<file path="config.mk">
export PLATFORM = sky130hd
export DESIGN_NAME = ata_stat_irq
export DESIGN_NICKNAME = d
export VERILOG_FILES = /design/src/rtl/ata_stat_pkg.sv /design/src/rtl/ata_stat_bits.sv /design/src/rtl/ata_irq_ctrl.sv /design/src/rtl/ata_dev_ctrl.sv /design/src/rtl/ata_stat_irq.sv
export SDC_FILE = /design/constraint.sdc
export NUM_CORES = 1
export LEC_CHECK = 0
export BUFFER_PORTS_ARGS = -buffer_cell sky130_fd_sc_hd__buf_4
export CORE_MARGIN = 5
export CORE_UTILIZATION = 37
export CTS_BUF_LIST = sky130_fd_sc_hd__clkbuf_4
export CTS_CLUSTER_DIAMETER = 60
export CTS_CLUSTER_SIZE = 24
export DETAILED_ROUTE_END_ITERATION = 6
export PLACE_DENSITY_LB_ADDON = 0.08
export SLEW_MARGIN = 20
export SYNTH_ARGS = -nofsm -noshare
export SYNTH_HDL_FRONTEND = slang
export SYNTH_SLANG_ARGS = --single-unit
</file>
<file path="constraint.sdc">
create_clock -name clk_i -period 1.5 [get_ports clk_i]
set_clock_uncertainty 0.2 [all_clocks]
set_input_delay 0.3 -clock clk_i [delete_from_list [all_inputs] [get_ports clk_i]]
set_output_delay 0.3 -clock clk_i [all_outputs]
set_load 0.01 [all_outputs]
</file>
<file path="src/rtl/ata_stat_pkg.sv">
`timescale 1ns/1ps
package ata_stat_pkg;
  localparam int unsigned STAT_W = 8;
  localparam int unsigned B_BSY  = 7;
  localparam int unsigned B_RDY  = 6;
  localparam int unsigned B_DWF  = 5;
  localparam int unsigned B_DSC  = 4;
  localparam int unsigned B_DRQ  = 3;
  localparam int unsigned B_CORR = 2;
  localparam int unsigned B_ZERO = 1;
  localparam int unsigned B_ERR  = 0;
  localparam int unsigned C_SRST = 2;
  localparam int unsigned C_NIEN = 1;
  typedef struct packed {
    logic srst;
    logic nien;
  } ctrl_t;
endpackage

</file>
<file path="src/rtl/ata_stat_bits.sv">
`timescale 1ns/1ps
module ata_stat_bits
  import ata_stat_pkg::*;
#(
  parameter int unsigned W = STAT_W
) (
  input  logic         clk_i,
  input  logic         rst_ni,
  input  logic [W-1:0] set_i,
  input  logic [W-1:0] clr_i,
  input  logic [W-1:0] frc_set_i,
  input  logic [W-1:0] frc_clr_i,
  output logic [W-1:0] stat_o
);
  for (genvar k = 0; k < W; k++) begin : g_bit
    if (k == B_ZERO) begin : g_zero
      logic unused_bit;
      assign unused_bit = ^{set_i[k], clr_i[k], frc_set_i[k], frc_clr_i[k]};
      assign stat_o[k]  = 1'b0;
    end else begin : g_reg
      logic q;
      always_ff @(posedge clk_i or negedge rst_ni) begin
        if (!rst_ni)           q <= 1'b0;
        else if (frc_set_i[k]) q <= 1'b1;
        else if (frc_clr_i[k]) q <= 1'b0;
        else if (set_i[k])     q <= 1'b1;
        else if (clr_i[k])     q <= 1'b0;
      end
      assign stat_o[k] = q;
    end
  end
endmodule

</file>
<file path="src/rtl/ata_irq_ctrl.sv">
`timescale 1ns/1ps
module ata_irq_ctrl (
  input  logic clk_i,
  input  logic rst_ni,
  input  logic set_i,
  input  logic ack_i,
  input  logic frc_clr_i,
  input  logic nien_i,
  output logic pend_o,
  output logic irq_o
);
  logic pend_q;
  always_ff @(posedge clk_i or negedge rst_ni) begin
    if (!rst_ni)        pend_q <= 1'b0;
    else if (frc_clr_i) pend_q <= 1'b0;
    else if (set_i)     pend_q <= 1'b1;  // event beats acknowledge
    else if (ack_i)     pend_q <= 1'b0;
  end
  assign pend_o = pend_q;
  assign irq_o  = pend_q & ~nien_i;
endmodule

</file>
<file path="src/rtl/ata_dev_ctrl.sv">
`timescale 1ns/1ps
module ata_dev_ctrl
  import ata_stat_pkg::*;
#(
  parameter int unsigned DW = STAT_W
) (
  input  logic          clk_i,
  input  logic          rst_ni,
  input  logic          ctl_we_i,
  input  logic          cmd_wr_i,
  input  logic          busy_i,
  input  logic [DW-1:0] wdata_i,
  output ctrl_t         ctrl_o,
  output logic          srst_act_o,
  output logic          cmd_we_o
);
  ctrl_t ctrl_q;
  logic  unused_wd;
  assign unused_wd = ^{wdata_i[DW-1:C_SRST+1], wdata_i[C_NIEN-1:0]};

  always_ff @(posedge clk_i or negedge rst_ni) begin
    if (!rst_ni) begin
      ctrl_q <= '0;
    end else if (ctl_we_i) begin
      ctrl_q.srst <= wdata_i[C_SRST];
      ctrl_q.nien <= wdata_i[C_NIEN];
    end
  end

  assign ctrl_o     = ctrl_q;
  // force also on the write edge so BUSY rises with srst
  assign srst_act_o = ctrl_q.srst | (ctl_we_i & wdata_i[C_SRST]);
  assign cmd_we_o   = cmd_wr_i & ~busy_i;
endmodule

</file>
<file path="src/rtl/ata_stat_irq.sv">
`timescale 1ns/1ps
module ata_stat_irq
  import ata_stat_pkg::*;
#(
  parameter int unsigned ADDR_W   = 4,
  parameter int unsigned DW       = STAT_W,
  parameter int unsigned PRI_ADDR = 7,
  parameter int unsigned ALT_ADDR = 14
) (
  input  logic              clk_i,
  input  logic              rst_ni,
  input  logic [ADDR_W-1:0] addr_i,
  input  logic              rd_i,
  input  logic              wr_i,
  input  logic [DW-1:0]     wdata_i,
  output logic [DW-1:0]     rdata_o,
  input  logic [DW-1:0]     stat_set_i,
  input  logic [DW-1:0]     stat_clr_i,
  input  logic              irq_set_i,
  output logic              irq_o,
  output logic              srst_o,
  output logic              cmd_we_o,
  output logic [DW-1:0]     cmd_data_o
);
  localparam logic [ADDR_W-1:0] A_PRI = ADDR_W'(PRI_ADDR);
  localparam logic [ADDR_W-1:0] A_ALT = ADDR_W'(ALT_ADDR);

  logic          hit_pri, hit_alt, ack, ctl_we, cmd_wr, srst_act, pend;
  logic [DW-1:0] stat_q, frc_set, frc_clr;
  ctrl_t         ctrl;

  assign hit_pri = (addr_i == A_PRI);
  assign hit_alt = (addr_i == A_ALT);
  assign ack     = rd_i & hit_pri;
  assign ctl_we  = wr_i & hit_alt;
  assign cmd_wr  = wr_i & hit_pri;

  always_comb begin
    frc_set = '0;
    frc_clr = '0;
    frc_set[B_BSY] = srst_act;
    frc_clr[B_DRQ] = srst_act;
    frc_clr[B_ERR] = srst_act;
  end

  ata_stat_bits #(.W(DW)) i_bits (
    .clk_i, .rst_ni,
    .set_i     (stat_set_i),
    .clr_i     (stat_clr_i),
    .frc_set_i (frc_set),
    .frc_clr_i (frc_clr),
    .stat_o    (stat_q)
  );

  ata_dev_ctrl #(.DW(DW)) i_ctrl (
    .clk_i, .rst_ni,
    .ctl_we_i   (ctl_we),
    .cmd_wr_i   (cmd_wr),
    .busy_i     (stat_q[B_BSY]),
    .wdata_i    (wdata_i),
    .ctrl_o     (ctrl),
    .srst_act_o (srst_act),
    .cmd_we_o   (cmd_we_o)
  );

  ata_irq_ctrl i_irq (
    .clk_i, .rst_ni,
    .set_i     (irq_set_i),
    .ack_i     (ack),
    .frc_clr_i (srst_act),
    .nien_i    (ctrl.nien),
    .pend_o    (pend),
    .irq_o     (irq_o)
  );

  assign rdata_o    = (rd_i && (hit_pri || hit_alt)) ? stat_q : '0;
  assign srst_o     = ctrl.srst;
  assign cmd_data_o = wdata_i;
endmodule

</file>
# Word-level counts from Yosys, hierarchy flattened
# Cells that the tools add are included.
totals:
  reg_bits: 10
  latch_bits: 0
  ram_bits: 0
  rom_bits: 0
  input_bits: 33
  output_inout_bits: 19
  elab_cells: 52
  n_memories: 0
op_classes:
  n_addsub: 0
  multipliers: 0
  div: 0
  order_cmp: 0
  n_eq_ne: 2
  shift: 0
  muxes: 21
  bitwise_logic: 9
  reduce_logical: 10
op_table:
  columns: ["op", "count"]
  rows:
  - ["$mux 1", 20]
  - ["$reduce_bool 3->1", 4]
  - ["$mux 8", 1]
  - ["$reduce_bool 2->1", 4]
  - ["$and 1x1->1", 6]
  - ["$eq 4x3->1 const B", 1]
  - ["$eq 4x4->1 const B", 1]
  - ["$not 1->1", 2]
  - ["$logic_and 1x1->1", 1]
  - ["$logic_or 1x1->1", 1]
  - ["$or 1x1->1", 1]

# Logic depth before layout (Yosys ltp)
depth:
  ltp_word: 5
  depth_mapped: 3
  depth_no_buf: 3

# Cells and area by module
# From an unflattened synthesis, not the netlist that was laid out.
unflattened:
  cells_unflattened: 72
  area_unflattened_um2: 670.6
by_module_without_submodules:
  columns: ["module", "n_inst", "cells_each", "area_each_um2", "seq_area_each_um2"]
  rows:
  - ["ata_stat_bits", 1, 37, 361.6, 175.2]
  - ["ata_stat_irq", 1, 24, 171.4, 0.0]
  - ["ata_dev_ctrl", 1, 6, 87.6, 50.0]
  - ["ata_irq_ctrl", 1, 5, 50.0, 25.0]

# Worst setup path after synthesis
# OpenSTA, ideal clock, no wires.
synth_timing:
  path_type: "input to output"
  startpoint: "input port addr_i[0]"
  endpoint: "output port rdata_o[0]"
  arrival_time_ps: 803
  required_time_ps: 1000
  slack_ps: 197
  cell_stages: 3
  n_path_buf: 0
  cell_sequence: "nand2b_4 > a21oi_2 > and2_1"
synth_between:
  elab_chain_len: 4
  elab_cells_between_ends: 5
  cone_classes: "eq/ne: 2; mux: 1; reduce/logical: 2"
synth_lines:
  columns: ["element", "line", "source"]
  rows:
  - ["from (decl)", "ata_stat_irq.sv:12", "input logic [ADDR_W-1:0] addr_i,"]
  - ["$eq 4x3->1 or $eq 4x4->1 (tied branches)", "ata_stat_irq.sv:32, ata_stat_irq.sv:33", null]
  - ["$logic_or 1x1->1 *", "ata_stat_irq.sv:76", "assign rdata_o = (rd_i && (hit_pri || hit_alt)) ? stat_q : '0;"]
  - ["$logic_and 1x1->1 *", "ata_stat_irq.sv:76", null]
  - ["$mux 8 *", "ata_stat_irq.sv:76", null]
  - ["to (decl)", "ata_stat_irq.sv:16", "output logic [DW-1:0] rdata_o,"]
# Mark *: on every way between the ends. The rest lies on a longest branch, timed or not.

# Final worst setup path
layout_timing:
  startpoint: "input port addr_i[3]"
  endpoint: "output port rdata_o[7]"
# The elaborated chain is that of the path after synthesis.

==> results.tsv <==
metric	value	unit
stdcell_count	110	
via_count	494	
placed_cell_area	805	sq um
globalplace.congestion	0.694	
worstSetupEndpointType	output pin	
core-area	1470	sq um
die_w	49.1	um
cts_tree	built	
cp_max_fo	7	
syn2layout_area_growth	57.0	%
htree_levels	1	
crit_arrival	1.03	ns
maxCapViolCount	0	
powerDensity	782	nW/um^2
cts_num_sinks	10	
clk_latency	0.26	ns
grt_max_degree	11	
postSynthAreaPerCell	9.61	sq um
period_minus_slack	1.53	ns
clk_pin_slew	0.06	ns
dpl.cell_count	104	
drt_first_iter_violations	2	
antenna_found_initial	0	
power.leakage	0.473	nW
ys_types	18	
drc_errors	0	
final_cell_area	890	sq um
dp_hpwl	1060	um
grt_pass1_wl	2250	um
post-place-ws	-0.144	ns
timing.final.ws_setup	-0.0279	ns
setup_viol	7	
clockPowerShare	0.252	
grt.total_usage	0.119	
grt-ovfl-total	0	
p_comb_frac	0.278	
total_power	0.695	mW
fin_setup_tns	-0.168	ns
power_switching	0.175	mW
io_pins	52	
hold_path.class	primary input to flop	
dieArea	2410	sq um
avgViaCountPerCell	4.49	
yosysTopAreaCellShare	0.442	
seqPwrFrac	0.471	
avgRoutedWirePerCell	12.5	um
rsz0062_at_grt	yes	
synth_area_leaders	dfrtp_1 (44%), buf_4 (12%), and2_1 (7.7%)	
routed_wl	1370	um
worstPathRequired	1.00	ns
crit_type	primary input to output pin	
die_h	49.1	um
firstDrtPassIters	4	
yosysWarnings	0	
io_buffers	36	
internal-power	0.520	mW
nets	129	
initial_core_util	0.385	
outcome	finished, violations left	
final_max_slew_viol_count	0	
antenna_cells	0	
syn_area	567	sq um
core.rowCount	14	
violations	negative setup slack	
cts_buffers	3	
ant_nets	0	
regToRegSetupSlack	0.31	ns
cts_buffer_depth	2	
final.period_utilization	1.02	
vdd_drop_max	0.577	mV
grt_pass1_vias	515	
cts_root_buffer	clkbuf_4	
drive_gt1_frac	0.532	
cp-start-kind	primary input	
finalHoldViolations	0	
syn-num-nets	92	
synth_top_cell_by_area	dfrtp_1	
synth_seq_cells	10	
clock.fmax	654	MHz
ys_seq_area_frac	0.442	
switching_share	0.252	
syn_inst	59	
cell type report:
class                           count  area (sq um)
Inverter                            7          26.3
Tap cell                           16          20.0
Fill cell                         143           582
Clock buffer                        3          22.5
Timing Repair Buffer               41           328
Sequential cell                    10           250
Multi-Input combinational cell     33           243
flip-flops by register name, summed over array words and instances, names as in the netlist:
signal,flops
i_bits.g_bit.g_reg.q,7
i_ctrl.ctrl_o,2
i_irq.pend_o,1
metal layers:
| metal | vias up | wire [um] | GRT usage |
|---|---|---|---|
| met1 | 220 | 445 | 0.123 |
| met4 | 0 | 0 | 0.0538 |
| li1 | 253 | - | - |
| met5 | - | 0 | 0 |
| met3 | 0 | 154 | 0.0581 |
| met2 | 21 | 775 | 0.200 |
power groups by stage:
| stage | Sequential (mW) | Combinational (mW) | Clock, mW |
|---|---|---|---|
| 6_report | 0.327 | 0.193 | 0.175 |
| 5_1_grt | 0.331 | 0.213 | 0.206 |
| 4_1_cts | 0.328 | 0.193 | 0.188 |
| 3_5_place_dp | 0.332 | 0.180 | 0 |
| 3_3_place_gp | 0.331 | 0.177 | 0 |
| 2_1_floorplan | 0.330 | 0.0978 | 0 |
per-stage QoR:
| stage | hold WS, ns | util |
|---|---|---|
| floorplan | -0.196 | - |
| global placement | -0.0592 | 0.547 |
| detailed placement | -0.0601 | 0.547 |
| CTS | 0.00577 | 0.594 |
| global route | 0.0125 | 0.605 |
| finish | 0.0226 | 0.605 |
cell usage in the layout, fill, tap and decap left out:
| master | netlist | routed |
|---|---|---|
| nor2_1 | 4 | 4 |
| and2_1 | 7 | 6 |
| conb_1 | 1 | 1 |
| nor3_2 | 0 | 1 |
| buf_8 | 0 | 1 |
| a211o_1 | 1 | 1 |
| nand3b_1 | 1 | 1 |
| and2_4 | 0 | 1 |
| o21bai_2 | 1 | 1 |
| buf_4 | 9 | 36 |
| a21oi_4 | 0 | 1 |
| clkbuf_4 | 0 | 3 |
| buf_6 | 0 | 2 |
| nor3_1 | 3 | 2 |
| nand3_1 | 2 | 1 |
| dlygate4sd3_1 | 0 | 2 |
| inv_1 | 7 | 7 |
| dfrtp_1 | 10 | 10 |
| a21oi_1 | 2 | 2 |
| a21o_1 | 4 | 4 |
| nand3_2 | 0 | 1 |
| nor2b_1 | 1 | 1 |
| o21ai_0 | 2 | 2 |
| nand2b_4 | 2 | 2 |
| mux2_4 | 1 | 1 |
path summary, 6_finish.rpt:
| check | depth (start not counted) | endpoint | startpoint |
|---|---|---|---|
| worst max register to register | 2 | i_bits.g_bit[7].g_reg.q$_DFFE_PN0P_ | i_ctrl.ctrl_o[1]$_DFFE_PN0P_ |
| max in group asynchronous | 2 | i_bits.g_bit[6].g_reg.q$_DFFE_PN0P_ | rst_ni |
| min in group asynchronous | 2 | i_ctrl.ctrl_o[1]$_DFFE_PN0P_ | rst_ni |
| worst min register to register | 1 | i_bits.g_bit[6].g_reg.q$_DFFE_PN0P_ | i_bits.g_bit[6].g_reg.q$_DFFE_PN0P_ |
| worst max-delay path | 5 | rdata_o[7] | addr_i[3] |
| worst min-delay path | 2 | i_bits.g_bit[4].g_reg.q$_DFFE_PN0P_ | stat_set_i[4] |
synthesized netlist by cell type:
| cell type | count |
|---|---|
| nor2_1 | 4 |
| conb_1 | 1 |
| buf_4 | 9 |
| and2_1 | 7 |
| o21bai_2 | 1 |
| a21oi_2 | 1 |
| mux2_4 | 1 |
| o21ai_0 | 2 |
| nand2b_4 | 2 |
| nor2b_1 | 1 |
| a21oi_1 | 2 |
| dfrtp_1 | 10 |
| nand3_1 | 2 |
| nor3_1 | 3 |
| inv_1 | 7 |
| nand3b_1 | 1 |
| a21o_1 | 4 |
| a211o_1 | 1 |
worst max-delay path: stages:
cell and delay, ns:
buf_8 0.10, nand2b_4 0.14, a21oi_4 0.21, and2_4 0.18
buf_6 0.09
what timing repair did:
item	in CTS	in global routing
hold buffers	1	1
pin swaps	8	2
hold endpoints to repair	10	1
resized for setup	7	1
endpoints found under the setup margin	8	8
buffers inserted	1	0
cell families (layout without fill, tap and decap cells):
| kind of cell | after synthesis | in the layout | synth area share |
|---|---|---|---|
| other | 1 | 1 | 0.00662 |
| AO/OA/AOI/OAI | 11 | 11 | 0.139 |
| multiplexers | 1 | 1 | 0.0265 |
| AND/OR/NAND/NOR | 20 | 20 | 0.221 |
| flip-flops | 10 | 10 | 0.442 |
| buffers and inverters | 16 | 51 | 0.166 |
(Power assumes the default switching activity.)
